**config.mk**
```make
export PLATFORM = sky130hd
export DESIGN_NAME = sd_cmd_engine
export DESIGN_NICKNAME = d
export VERILOG_FILES = /design/src/rtl/sdce_pkg.sv /design/src/rtl/sdce_poll_ctr.sv /design/src/rtl/sdce_word_asm.sv /design/src/rtl/sd_cmd_engine.sv
export SDC_FILE = /design/constraint.sdc
export NUM_CORES = 1
export LEC_CHECK = 0
export BUFFER_PORTS_ARGS = -buffer_cell sky130_fd_sc_hd__buf_2
export CAP_MARGIN = 20
export CORE_ASPECT_RATIO = 1.4
export CORE_MARGIN = 1.5
export CORE_UTILIZATION = 45
export CTS_CLUSTER_DIAMETER = 80
export DETAILED_ROUTE_END_ITERATION = 10
export GPL_ROUTABILITY_DRIVEN = 0
export PLACE_DENSITY = 0.71
export SKIP_LAST_GASP = 1
export SLEW_MARGIN = 20
export SYNTH_ARGS = -nofsm -noshare
export SYNTH_HDL_FRONTEND = slang
export SYNTH_SLANG_ARGS = --single-unit
```
**constraint.sdc**
```tcl
create_clock -name clk -period 4.7 [get_ports clk]
set_input_delay 0.94 -clock clk [delete_from_list [all_inputs] [get_ports clk]]
set_output_delay 0.94 -clock clk [all_outputs]
set_load 0.02 [all_outputs]
```
**src/rtl/sdce_pkg.sv**
```systemverilog
package sdce_pkg;

  typedef enum logic [2:0] {
    ST_IDLE,
    ST_FRAME,
    ST_POLL,
    ST_EXT,
    ST_TAIL
  } sdce_state_e;

  localparam logic [7:0] SDCE_FILL = 8'hFF;
  localparam int unsigned SDCE_FRAME_LEN = 6;

  // Fixed check byte; only the interface-condition command needs a different one
  function automatic logic [7:0] sdce_check_byte(input logic [5:0] idx);
    return (idx == 6'd8) ? 8'h87 : 8'h95;
  endfunction

  // Byte at position pos of the six-byte command frame
  function automatic logic [7:0] sdce_frame_byte(input logic [5:0] idx,
                                                 input logic [31:0] arg,
                                                 input logic [2:0] pos);
    logic [7:0] b;
    case (pos)
      3'd0:    b = {2'b01, idx};
      3'd1:    b = arg[31:24];
      3'd2:    b = arg[23:16];
      3'd3:    b = arg[15:8];
      3'd4:    b = arg[7:0];
      default: b = sdce_check_byte(idx);
    endcase
    return b;
  endfunction

  // Commands whose reply carries a 32-bit register after the status byte
  function automatic logic sdce_wants_reg(input logic [5:0] idx);
    return (idx == 6'd8) || (idx == 6'd58);
  endfunction

  function automatic logic sdce_is_status(input logic [7:0] b);
    return !b[7];
  endfunction

endpackage

```
**src/rtl/sdce_poll_ctr.sv**
```systemverilog
module sdce_poll_ctr #(
  parameter int unsigned LIMIT = 5000
) (
  input  logic clk,
  input  logic rst_n,
  input  logic clr,
  input  logic inc,
  output logic last
);
  localparam int unsigned CW = $clog2(LIMIT + 1);

  logic [CW-1:0] cnt;

  always_ff @(posedge clk) begin
    if (!rst_n)   cnt <= '0;
    else if (clr) cnt <= '0;
    else if (inc) cnt <= cnt + 1'b1;
  end

  // The poll now completing is number LIMIT
  assign last = (cnt == CW'(LIMIT - 1));

  a_r4_poll_bounded: assert property (@(posedge clk) disable iff (!rst_n)
    cnt <= CW'(LIMIT));

endmodule

```
**src/rtl/sdce_word_asm.sv**
```systemverilog
module sdce_word_asm #(
  parameter int unsigned NBYTES = 4
) (
  input  logic                  clk,
  input  logic                  rst_n,
  input  logic                  clr,
  input  logic                  shift,
  input  logic [7:0]            byte_in,
  output logic [NBYTES*8-1:0]   word
);
  localparam int unsigned WW = NBYTES * 8;

  always_ff @(posedge clk) begin
    if (!rst_n)     word <= '0;
    else if (clr)   word <= '0;
    else if (shift) word <= {word[WW-9:0], byte_in};
  end

endmodule

```
**src/rtl/sd_cmd_engine.sv**
```systemverilog
module sd_cmd_engine
  import sdce_pkg::*;
#(
  parameter int unsigned POLL_LIMIT = 5000,
  parameter int unsigned REG_BYTES  = 4
) (
  input  logic                   clk,
  input  logic                   rst_n,
  input  logic                   start,
  input  logic [5:0]             cmd_index,
  input  logic [31:0]            cmd_arg,
  input  logic                   keep_sel,
  output logic                   busy,
  output logic                   cmd_done,
  output logic [7:0]             r1_status,
  output logic [REG_BYTES*8-1:0] reg_word,
  output logic                   timed_out,
  output logic                   cs_n,
  output logic                   xfer_req,
  output logic [7:0]             xfer_tx,
  input  logic                   xfer_done,
  input  logic [7:0]             xfer_rx
);
  localparam logic [2:0] FRAME_LAST = 3'(SDCE_FRAME_LEN - 1);
  localparam logic [2:0] REG_LAST   = 3'(REG_BYTES - 1);

  sdce_state_e state;
  logic [2:0]  bcnt;
  logic        pend;
  logic [5:0]  idx_q;
  logic [31:0] arg_q;
  logic        hold_q;
  logic        reg_q;

  // Named internal events
  logic ev_accept;
  logic ev_byte_done;
  logic ev_status;
  logic ev_expire;
  logic poll_last;

  assign busy         = (state != ST_IDLE);
  assign ev_accept    = (state == ST_IDLE) && start;
  assign ev_byte_done = busy && pend && xfer_done;
  assign ev_status    = ev_byte_done && (state == ST_POLL) && sdce_is_status(xfer_rx);
  assign ev_expire    = ev_byte_done && (state == ST_POLL) && !sdce_is_status(xfer_rx) && poll_last;

  always_comb begin
    xfer_tx = (state == ST_FRAME) ? sdce_frame_byte(idx_q, arg_q, bcnt) : SDCE_FILL;
  end

  sdce_poll_ctr #(.LIMIT(POLL_LIMIT)) u_poll (
    .clk   (clk),
    .rst_n (rst_n),
    .clr   (ev_accept),
    .inc   (ev_byte_done && (state == ST_POLL)),
    .last  (poll_last)
  );

  sdce_word_asm #(.NBYTES(REG_BYTES)) u_word (
    .clk     (clk),
    .rst_n   (rst_n),
    .clr     (ev_accept),
    .shift   (ev_byte_done && (state == ST_EXT)),
    .byte_in (xfer_rx),
    .word    (reg_word)
  );

  always_ff @(posedge clk) begin
    if (!rst_n) begin
      state     <= ST_IDLE;
      bcnt      <= '0;
      pend      <= 1'b0;
      xfer_req  <= 1'b0;
      cmd_done  <= 1'b0;
      cs_n      <= 1'b1;
      r1_status <= 8'h00;
      timed_out <= 1'b0;
      idx_q     <= '0;
      arg_q     <= '0;
      hold_q    <= 1'b0;
      reg_q     <= 1'b0;
    end else begin
      xfer_req <= 1'b0;
      cmd_done <= 1'b0;
      if (state == ST_IDLE) begin
        if (ev_accept) begin
          idx_q  <= cmd_index;
          arg_q  <= cmd_arg;
          hold_q <= keep_sel;
          reg_q  <= sdce_wants_reg(cmd_index);
          cs_n   <= 1'b0;
          bcnt   <= '0;
          pend   <= 1'b0;
          state  <= ST_FRAME;
        end
      end else if (!pend) begin
        xfer_req <= 1'b1;
        pend     <= 1'b1;
      end else if (ev_byte_done) begin
        pend <= 1'b0;
        case (state)
          ST_FRAME: begin
            if (bcnt == FRAME_LAST) begin
              bcnt  <= '0;
              state <= ST_POLL;
            end else begin
              bcnt <= bcnt + 3'd1;
            end
          end
          ST_POLL: begin
            if (ev_status) begin
              r1_status <= xfer_rx;
              timed_out <= 1'b0;
              if (hold_q) begin
                cmd_done <= 1'b1;
                state    <= ST_IDLE;
              end else if (reg_q) begin
                bcnt  <= '0;
                state <= ST_EXT;
              end else begin
                cs_n  <= 1'b1;
                state <= ST_TAIL;
              end
            end else if (ev_expire) begin
              r1_status <= 8'hFF;
              timed_out <= 1'b1;
              cs_n      <= 1'b1;
              state     <= ST_TAIL;
            end
          end
          ST_EXT: begin
            if (bcnt == REG_LAST) begin
              cs_n  <= 1'b1;
              state <= ST_TAIL;
            end else begin
              bcnt <= bcnt + 3'd1;
            end
          end
          default: begin
            cmd_done <= 1'b1;
            state    <= ST_IDLE;
          end
        endcase
      end
    end
  end

  // requests only inside a command, and the done strobe lasts one cycle
  a_r9_req_in_cmd: assert property (@(posedge clk) disable iff (!rst_n)
    xfer_req |-> busy);
  a_r9_done_pulse: assert property (@(posedge clk) disable iff (!rst_n)
    cmd_done |=> !cmd_done);
  a_r9_done_not_busy: assert property (@(posedge clk) disable iff (!rst_n)
    cmd_done |-> !busy);
  // the trailing filler goes out deselected
  a_r5_tail_deselected: assert property (@(posedge clk) disable iff (!rst_n)
    (state == ST_TAIL && xfer_req) |-> cs_n);
  // register bytes are read with the card selected
  a_r6_reg_selected: assert property (@(posedge clk) disable iff (!rst_n)
    (state == ST_EXT && xfer_req) |-> !cs_n);
  // keep-selected completion leaves the card selected
  a_r7_hold_selected: assert property (@(posedge clk) disable iff (!rst_n)
    (cmd_done && hold_q && !timed_out) |-> !cs_n);
  // a reported status byte always has its top bit clear
  a_r3_status_form: assert property (@(posedge clk) disable iff (!rst_n)
    (cmd_done && !timed_out) |-> !r1_status[7]);
  // latched command stays fixed while the command runs
  a_r8_latched_stable: assert property (@(posedge clk) disable iff (!rst_n)
    (busy && $past(busy)) |-> ($stable(idx_q) && $stable(arg_q) && $stable(hold_q)));

endmodule

```
==> flow_summary.ini <==
[status]
outcome = completed

[layout]
fin_cells = 765
final_cell_mix = 156 x nand2_1, 103 x dfxtp_1, 103 x buf_2, 84 x a21oi_1, 23 x nor2_1
final_common_cell = nand2_1
area_growth_syn_to_layout_pct = 19.7
final_nets = 685
postLayoutCellArea_mm2 = 0.00534
fillCellCount = 957
n_antenna_cell = 0
layout-drive-gt1-share_pct = 22.7

[setup_path]
r2r_slack_ns = 2.02
crit_end = xfer_tx[4]
crit_chain = inv_1 > ha_1 > a32o_1 > or3_1 > a21o_1 > buf_2
r2r_end = state[1]
crit_path_top_delay_cell = dfxtp_1
crit_path_max_incr_delay_ns = 0.73
cp-startpoint = bcnt[2]
reg2regPathDepth = 6
path_max_fanout = 20
endpoint_kind = output pin
critPathLaunchType = flop
r2r_start = bcnt[2]
crit_arrival_ns = 2.56
crit_type = flop to output pin
required_ns = 3.76

[routing]
drt_first_pass_iters = 7
drt_first_iter_violations = 227
num_vias = 4176
ant_nets = 0
drc = 0
avgViaCountPerCell = 5.46
wirelength_um = 11100
avgRoutedWirePerCell_um = 14.6

[clocking]
clk_latency_ns = 0.35
htreeDepth = 3
clockBufferDepth = 2
hold_buffers = 0
cts_tree = done
cts_root_buf = clkbuf_16
post_cts_buffers = 0
clk_pin_slew_ns = 0.08
cts.sinks = 103
cts_resized = 0
cts_buffers = 9

[global_routing]
grt_pass1_wl_um = 18300
grt_max_degree = 50
track_usage_pct = 21.9
grt_pass1_vias = 3943
grt_overflow = 0
antenna_found_initial = 0

[floorplan]
fp-row-count = 42
core_area_mm2 = 0.00956
dieArea_mm2 = 0.0105
die_width_um = 87.2
die_h_um = 121
start_util_pct = 46.7
ios = 104

[yosys]
synthArstFlopShare_pct = 0
synth_edf_count = 0
synth_cell_types = 58
netlist_instances = 552
ys_ff_latch = 103
synth_warnings = 0
syn-num-nets = 609
yosysSeqAreaShare_pct = 46.2
syn-cell-area_mm2 = 0.00446
synth.avg_cell_area_um2 = 8.08
synth_ff_type = dfxtp_1

[timing]
fin_skew_ns = 0.00864
period_share_pct = 74.4
max_slew_margin_pct = 45.8
tns_ns = 0
grt_setup_unrepaired = no
hold_viol = 0
worstMarginPinSlew_ns = 0.803
setup_viol = 0
drv_slew = 0
clock.fmax_mhz = 286
fin_crit_ns = 3.50

[placement]
dpl_cell_area_mm2 = 0.00502
numPortBuffers = 103
dp_hpwl_um = 7870
dpl.cell_count = 749

[power_and_ir_drop]
power_uw = 2190
p_per_area_mw_per_mm2 = 410
p_leak_uw = 0.00205
vdd_drop_max_mv = 0.288

[flow_run]
drv_cap = 0

[worst_hold_path]
holdCritPathClass = flop to flop
## sequential cells by signal (all words and copies together), names as in the netlist, 3 cells and up
name         cells
idx_q            6
state            3
bcnt             3
arg_q           32
u_poll.cnt      13
u_word.word     32
r1_status        8
## worst min-delay path by stage
stage,startpoint,end,slack [ns],cells after the start
CTS,u_word.word[28],u_word.word[28],0.45,2
global placement,u_word.word[30],u_word.word[30],0.44,2
detailed placement,u_word.word[28],u_word.word[28],0.44,2
global route,u_word.word[28],u_word.word[28],0.47,2
floorplan,arg_q[1],arg_q[1],0.43,2
finish,u_word.word[28],u_word.word[28],0.45,2
## cell families after synthesis
logic type / share of synthesized area (%)
and+or+nand+nor: 23.7
AOI/OAI and AO/OA: 21.7
adders and majority gates: 1.68
DFF: 46.2
buffers and inverters: 4.80
muxes: 0.729
xor gates and xnor gates: 1.18
## worst max-delay path, delay by kind of cell, from the launching register on
family,cells,cell delay (ns)
AOI/OAI and AO/OA,2,0.42
adders and majority gates,1,0.38
buffers and inverters,2,0.33
DFF,1,0.73
and+or+nand+nor,1,0.34
## power breakdown
part | switching (uW) | leakage, uW | internal (uW)
Sequential | 47.0 | 0.000837 | 927
Combinational | 298 | 0.00106 | 164
Clock | 371 | 0.000151 | 381
Total | 716 | 0.00205 | 1470
## cell usage after synthesis (all sizes together), types with 3 or more instances
cell type	n	area, um2
ha	6	75.1
clkbuf	33	124
nand3	8	40.0
a221oi	4	41.3
a31oi	6	37.5
nor4	4	25.0
a222oi	6	60.1
o221a	7	78.8
or4	3	22.5
and3	3	18.8
and2	3	18.8
a21oi	84	420
o21ai	5	25.0
or3	7	43.8
nand2b	3	18.8
nor4b	3	32.5
o41ai	3	26.3
a211oi	3	22.5
buf	10	48.8
o211ai	4	30.0
o311ai	3	33.8
inv	11	41.3
nand4	4	25.0
nor2	24	90.1
xnor2	6	52.6
dfxtp	103	2060
nand2	156	586
o2111ai	3	26.3
o31ai	4	30.0
or2	3	18.8
or4b	4	43.8
## routing by layer
metal | share of wire [%] | track usage, %
met5 | 0 | 0
met4 | 2.5 | 10.9
met3 | 4.8 | 5.19
met2 | 52 | 38.0
met1 | 41 | 24.7
## layout make-up
| class | instances | area [um2] | area share [%] |
|---|---|---|---|
| multi-input cells | 395 | 2200 | 41.2 |
| flip-flops and latches | 103 | 2060 | 38.6 |
| repair buffers | 108 | 553 | 10.4 |
| clock buffers | 9 | 225 | 4.22 |
| well taps | 132 | 165 | 3.09 |
| clock inverters | 7 | 91.3 | 1.71 |
| inverters | 11 | 41.3 | 0.773 |
## through the flow
| stage | hold slack, ns | setup WS [ns] | util [%] |
|---|---|---|---|
| floorplan | 0.432 | 1.99 | - |
| global placement | 0.438 | 1.70 | 52.5 |
| detailed placement | 0.443 | 1.64 | 52.5 |
| CTS | 0.455 | 1.24 | 55.8 |
| global route | 0.474 | 1.02 | 55.8 |
| finish | 0.451 | 1.20 | 55.8 |
(Power assumes the default switching activity.)
